--- config.mk ---
export PLATFORM = sky130hd
export DESIGN_NAME = tri_timer_regs
export DESIGN_NICKNAME = d
export VERILOG_FILES = /design/src/rtl/tri_timer_regs.sv
export SDC_FILE = /design/constraint.sdc
export NUM_CORES = 1
export LEC_CHECK = 0
export CAP_MARGIN = 15
export CORE_MARGIN = 2
export CORE_UTILIZATION = 40
export DETAILED_ROUTE_END_ITERATION = 16
export DONT_BUFFER_PORTS = 1
export GPL_ROUTABILITY_DRIVEN = 0
export SLEW_MARGIN = 15
export SYNTH_ARGS = -nofsm -noshare
export SYNTH_HDL_FRONTEND = slang
export SYNTH_SLANG_ARGS = --single-unit
--- constraint.sdc ---
create_clock -name clk -period 11.3 [get_ports clk]
set_input_delay 0.565 -clock clk [delete_from_list [all_inputs] [get_ports clk]]
set_output_delay 0.565 -clock clk [all_outputs]
set_load 0.1 [all_outputs]
--- src/rtl/tri_timer_regs.sv ---
module tri_timer_regs #(
  parameter int ADDR_W = 12,
  parameter int CTRL_W = 6,
  parameter int EVC_W  = 3,
  parameter int VAL_W  = 16,
  parameter int DATA_W = 32,
  parameter logic [CTRL_W-1:0] CNT_CTRL_INIT = 6'h21
) (
  input  logic                    clk,
  input  logic                    rst_n,
  input  logic                    bus_valid,
  input  logic                    bus_write,
  input  logic [ADDR_W-1:0]       bus_addr,
  input  logic [DATA_W-1:0]       bus_wdata,
  output logic [DATA_W-1:0]       bus_rdata,
  output logic [3*CTRL_W-1:0]     clk_ctrl_o,
  output logic [3*CTRL_W-1:0]     cnt_ctrl_o,
  output logic [3*VAL_W-1:0]      interval_o,
  output logic [9*VAL_W-1:0]      match_o,
  output logic [3*CTRL_W-1:0]     irq_en_o,
  output logic [3*EVC_W-1:0]      evt_ctrl_o,
  output logic [2:0]              cnt_rst_o,
  output logic [2:0]              stat_clr_o,
  input  logic [3*VAL_W-1:0]      count_i,
  input  logic [3*VAL_W-1:0]      evt_cnt_i,
  input  logic [3*CTRL_W-1:0]     status_i
);
  localparam int NCH    = 3;
  localparam int NMATCH = 3;
  localparam int NTYPE  = 11;
  localparam int NWORDS = NTYPE * NCH;
  localparam int WIDX_W = ADDR_W - 2;
  localparam int RST_BIT = 4;
  localparam logic [CTRL_W-1:0] CNT_KEEP = ~(CTRL_W'(1) << RST_BIT);

  localparam logic [3:0] T_CLK = 4'd0, T_CNT = 4'd1, T_VAL = 4'd2, T_IVL = 4'd3,
                         T_M1 = 4'd4, T_STAT = 4'd7, T_IEN = 4'd8,
                         T_EVC = 4'd9, T_EVN = 4'd10;

  logic [WIDX_W-1:0] widx;
  logic              mapped, rd, wr;
  logic [3:0]        rtype;
  logic [1:0]        chan;
  logic [2:0]        chan_sel;
  logic [DATA_W-1:0] rd_val;

  logic [CTRL_W-1:0] clk_q [NCH];
  logic [CTRL_W-1:0] cnt_q [NCH];
  logic [CTRL_W-1:0] ien_q [NCH];
  logic [EVC_W-1:0]  evc_q [NCH];
  logic [VAL_W-1:0]  ivl_q [NCH];
  logic [VAL_W-1:0]  mat_q [NCH][NMATCH];

  assign widx     = bus_addr[ADDR_W-1:2];
  assign mapped   = widx < WIDX_W'(NWORDS);
  assign rtype    = 4'(widx / WIDX_W'(NCH));
  assign chan     = 2'(widx % WIDX_W'(NCH));
  assign chan_sel = mapped ? (3'b001 << chan) : 3'b000;
  assign rd       = bus_valid & ~bus_write;
  assign wr       = bus_valid & bus_write;

  assign stat_clr_o = (rd && rtype == T_STAT) ? chan_sel : 3'b000;
  assign cnt_rst_o  = (wr && rtype == T_CNT && bus_wdata[RST_BIT]) ? chan_sel : 3'b000;

  always_ff @(posedge clk) begin
    if (!rst_n) begin
      for (int c = 0; c < NCH; c++) begin
        clk_q[c] <= '0;
        cnt_q[c] <= CNT_CTRL_INIT;
        ien_q[c] <= '0;
        evc_q[c] <= '0;
        ivl_q[c] <= '0;
        for (int k = 0; k < NMATCH; k++) mat_q[c][k] <= '0;
      end
    end else if (wr) begin
      for (int c = 0; c < NCH; c++) begin
        if (chan_sel[c]) begin
          case (rtype)
            T_CLK: clk_q[c] <= bus_wdata[CTRL_W-1:0];
            T_CNT: cnt_q[c] <= bus_wdata[CTRL_W-1:0] & CNT_KEEP;
            T_IVL: ivl_q[c] <= bus_wdata[VAL_W-1:0];
            T_IEN: ien_q[c] <= bus_wdata[CTRL_W-1:0];
            T_EVC: evc_q[c] <= bus_wdata[EVC_W-1:0];
            default: ;
          endcase
          for (int k = 0; k < NMATCH; k++)
            if (rtype == T_M1 + 4'(k)) mat_q[c][k] <= bus_wdata[VAL_W-1:0];
        end
      end
    end
  end

  always_comb begin
    rd_val = '0;
    if (mapped) begin
      case (rtype)
        T_CLK:  rd_val = DATA_W'(clk_q[chan]);
        T_CNT:  rd_val = DATA_W'(cnt_q[chan]);
        T_VAL:  rd_val = DATA_W'(count_i[chan*VAL_W +: VAL_W]);
        T_IVL:  rd_val = DATA_W'(ivl_q[chan]);
        T_STAT: rd_val = DATA_W'(status_i[chan*CTRL_W +: CTRL_W]);
        T_IEN:  rd_val = DATA_W'(ien_q[chan]);
        T_EVC:  rd_val = DATA_W'(evc_q[chan]);
        T_EVN:  rd_val = DATA_W'(evt_cnt_i[chan*VAL_W +: VAL_W]);
        default:
          for (int k = 0; k < NMATCH; k++)
            if (rtype == T_M1 + 4'(k)) rd_val = DATA_W'(mat_q[chan][k]);
      endcase
    end
  end

  always_ff @(posedge clk) begin
    if (!rst_n)  bus_rdata <= '0;
    else if (rd) bus_rdata <= rd_val;
  end

  for (genvar c = 0; c < NCH; c++) begin : g_out
    assign clk_ctrl_o[c*CTRL_W +: CTRL_W] = clk_q[c];
    assign cnt_ctrl_o[c*CTRL_W +: CTRL_W] = cnt_q[c];
    assign irq_en_o[c*CTRL_W +: CTRL_W]   = ien_q[c];
    assign evt_ctrl_o[c*EVC_W +: EVC_W]   = evc_q[c];
    assign interval_o[c*VAL_W +: VAL_W]   = ivl_q[c];
    for (genvar k = 0; k < NMATCH; k++) begin : g_m
      assign match_o[(c*NMATCH+k)*VAL_W +: VAL_W] = mat_q[c][k];
    end
  end

  logic writable;
  assign writable = wr && mapped && rtype != T_VAL && rtype != T_STAT &&
                    rtype != T_EVN;


  strobe_onehot_chk: assert property (@(posedge clk) disable iff (!rst_n)
    $onehot0(stat_clr_o) && $onehot0(cnt_rst_o));

  clr_on_read_chk: assert property (@(posedge clk) disable iff (!rst_n)
    (|stat_clr_o) |-> (bus_valid && !bus_write));

  rst_on_write_chk: assert property (@(posedge clk) disable iff (!rst_n)
    (|cnt_rst_o) |-> (bus_valid && bus_write && bus_wdata[RST_BIT]));

  rst_bit_clear_chk: assert property (@(posedge clk) disable iff (!rst_n)
    (cnt_ctrl_o & {NCH{~CNT_KEEP}}) == '0);

  rdata_hold_chk: assert property (@(posedge clk) disable iff (!rst_n)
    !rd |=> $stable(bus_rdata));

  ignored_write_chk: assert property (@(posedge clk) disable iff (!rst_n)
    (wr && !writable) |=> $stable({clk_ctrl_o, cnt_ctrl_o, interval_o, match_o,
                                   irq_en_o, evt_ctrl_o}));
endmodule

==> metrics.md <==
| Metric | Value |
|---|---|
| Power density over cell area | `197.2 nW/um^2` |
| Final Cycle Share | `0.6987` |
| Buffer count from post-CTS setup fixing | `0` |
| Main synth FF type | `edfxtp_1` |
| Worst rel slew slack | `0.2250` |
| Total core area | `37580 sq um` |
| Max incr delay on CP | `1.04 ns` |
| Initial antenna violation count | `3` |
| Yosys warns | `0` |
| CTS Sinks | `268` |
| Grt total ovfl | `0` |
| I/O pin cnt | `455` |
| DPL Wire Length | `44.94 mm` |
| Synth top area cells | `edfxtp_1 50%, and2_1 7.5%, mux2i_1 4.3%` |
| Synth area leader | `edfxtp_1` |
| Leakage | `5.497 nW` |
| Fmax | `126.7 MHz` |
| Fin cells | `1914` |
| Layout Nets | `1543` |
| Setup-failing EPs final | `0` |
| WL final | `62.09 mm` |
| Number of detailed-route iterations in the first pass | `6` |
| Post-synth ARST share | `0` |
| DRC viols | `0` |
| Status | `finished clean` |
| Synthesized area | `15230 sq um` |
| Placed cells | `1858` |
| Die height | `199.1 microns` |
| Clk root buf | `clkbuf_16` |
| CP Cell Sequence | `or3b_1 > o211a_1 > o32ai_1 > nor2_2 > a31o_2 > xnor2_1 > ha_1 > a21oi_2 > xnor2_1 > ha_1 > a221oi_2 > and3_2 > o21ai_4 > buf_4 > a22o_4 > nor2_2 > nand2_1 > nor2_2` |
| Max_cap viols | `0` |
| Slew Viols, Final | `0` |
| Buf+Inv Stages, Crit Path | `1` |
| Wire per inst | `32.44 microns` |
| Routed Antenna Nets | `0` |
| Clock Latency Late Sink | `0.57 ns` |
| CTS Buf Count | `29` |
| Critical path class | `primary input to output pin` |
| Worst-Margin Slew | `1.163 ns` |
| TNS Setup | `0 ns` |
| Top-area cell type share of the netlist area | `0.4970` |
| Syn Area/Cell | `10.65 sq um` |
| Most numerous cell on the critical path | `nor2_2` |
| Initial Util | `0.4052` |
| WP data arrival | `7.33 ns` |
| Width of the die | `199.1 microns` |
| Vias/cell | `6.529` |
| Vias | `12496` |
| Unique masters post-synth | `91` |
| Largest net degree at the start of global routing | `81` |
| Clock Skews | `0.02439 ns` |
| Synth Register Bits | `268` |
| Crit path required time | `10.74 ns` |
| DRT iter0 DRCs | `1527` |
| Synth cell count leaders | `252 x edfxtp_1, 182 x and2_1, 116 x nand2_1` |
| CP endpoint kind | `output pin` |
| Vias in the first global route | `11938` |
| Maximum clock path buffer count | `3` |
| Reg-to-reg slack, setup | `8.71 ns` |
| Global-route wire length before repair | `86.26 mm` |
| Worst-path maximum fanout | `60` |
| Worst path top cell family by delay | `simple AND/OR/NAND/NOR gates` |
| Share of cells above drive strength 1 | `0.1063` |
| Post-synth EDFFs | `252` |
| Total track usage | `0.3041` |
| Area grow syn2layout | `9.294%` |
| Port Buf Inserts | `0` |
| Die area | `39640 sq um` |
| Synthesized instance count | `1429` |
| CTS tree | `yes` |
| Hold Fails Final Rpt | `0` |
| Worst path slowest cell | `nor2_2` |
| Post-CTS resize count | `0` |
| Register area share after synthesis | `0.5180` |
| CTS H-tree depth | `1` |
| Element type at the critical path start | `primary input` |
| VDD IR max | `0.0001576 V` |
| Dominant cell by count in the synthesized netlist | `edfxtp_1` |
| RSZ-0062 raised after global routing | `false` |
| Worst Hold Class | `primary input to flop` |
| Clock Pin Slew Worst Setup and Hold Paths | `0.06 ns` |
| Tmin final | `7.896 ns` |
| Row cnt | `71` |
| Cts hold-fix bufs | `0` |
[final cells by class]
class                           instances  area (sq um)
Fill cell                            3589         20940
Sequential cell                       268          7888
Multi-Input combinational cell       1038          6859
Clock buffer                           33         740.7
Tap cell                              511         639.4
Timing Repair Buffer                   31         236.5
Clock inverter                         21         234.0
Inverter                               11         41.29
Antenna cell                            1         2.502
[cell usage in the layout (no fill, tap or decap), drive strengths merged, types with 5 or more instances in the layout]
cell	Yosys	routed
a21oi	57	57
nor2	88	88
o22a	8	8
a211oi	7	7
and2	183	183
a22oi	14	14
edfxtp	252	252
buf	64	31
dfxtp	16	16
o32a	5	5
a221o	15	15
nand3	37	37
mux2	15	15
o2111a	9	9
o211ai	14	14
a221oi	31	31
or3	6	6
o221ai	26	26
conb	1	19
a32oi	20	20
nand2	118	118
o32ai	5	5
a2111oi	9	9
nor3	34	34
a2bb2oi	5	5
bufinv	0	5
o21ai	81	81
a31oi	37	37
o22ai	37	37
and3	15	15
clkbuf	66	33
inv	10	12
mux2i	66	66
clkinv	1	13
[registers in the layout, summed over array words and instances, names as in the netlist]
| signal | flops |
|---|---|
| mat_q | 144 |
| bus_rdata | 16 |
| ivl_q | 48 |
| cnt_q | 15 |
| clk_q | 18 |
| evc_q | 9 |
| ien_q | 18 |
[worst reg2reg max path, stage by stage (launching register included)]
cell and delay [ns]:
edfxtp_1 1.03, o22a_1 0.29, nor2_1 0.04, a2111oi_0 0.87
nor2_1 0.11, a31oi_1 0.18
[logic make-up (layout without fill, tap and decap cells)]
logic type                 Yosys count  in the layout  share of synthesized area
buffers and inverters              141             96                    0.04429
DFF                                268            268                     0.5180
muxes                               81             81                    0.05448
adders and majority gates            2              2                   0.001643
xor gates and xnor gates             5              5                   0.002877
other                                1             20                  0.0002463
and+or+nand+nor                    510            510                     0.1772
AOI/OAI and AO/OA                  421            421                     0.2012
[path summary, 6_finish.rpt]
kind,cells past startpoint,from,end
worst max register to register,5,mat_q[1][41]$_SDFFCE_PN0P_,bus_rdata[9]$_SDFFE_PN0P_
worst min-delay path,1,bus_wdata[11],mat_q[1][43]$_SDFFCE_PN0P_
worst max-delay path,18,bus_addr[10],cnt_rst_o[1]
worst min register to register,2,bus_rdata[0]$_SDFFE_PN0P_,bus_rdata[0]$_SDFFE_PN0P_
[metal layers]
layer,wire length (microns),share of wire,global-route usage,vias to the layer above
met1,23340,0.38,0.3842,6148
met5,0,0,0,-
met3,7824,0.13,0.1026,138
met4,2033,0.033,0.1028,0
met2,28900,0.47,0.4885,800
li1,-,-,-,5410
[power breakdown]
group | switching, mW | total, mW | internal (mW)
Clock | 0.407 | 0.991 | 0.584
Combinational | 0.532 | 0.745 | 0.213
Sequential | 0.412 | 1.55 | 1.13
[metrics by stage]
step,setup slack [ns],instance area (sq um),total power [mW],hold slack (ns),utilization
2_1_floorplan,4.790,15290,2.059,0.7632,-
3_3_place_gp,3.582,15640,2.283,0.7642,0.4162
3_5_place_dp,3.522,15650,2.294,0.7671,0.4163
4_1_cts,3.511,16620,3.272,0.1710,0.4423
5_1_grt,3.038,16640,3.380,0.1783,0.4428
6_report,3.404,16640,3.282,0.1872,0.4428
Power figures use the tool's default switching activity.
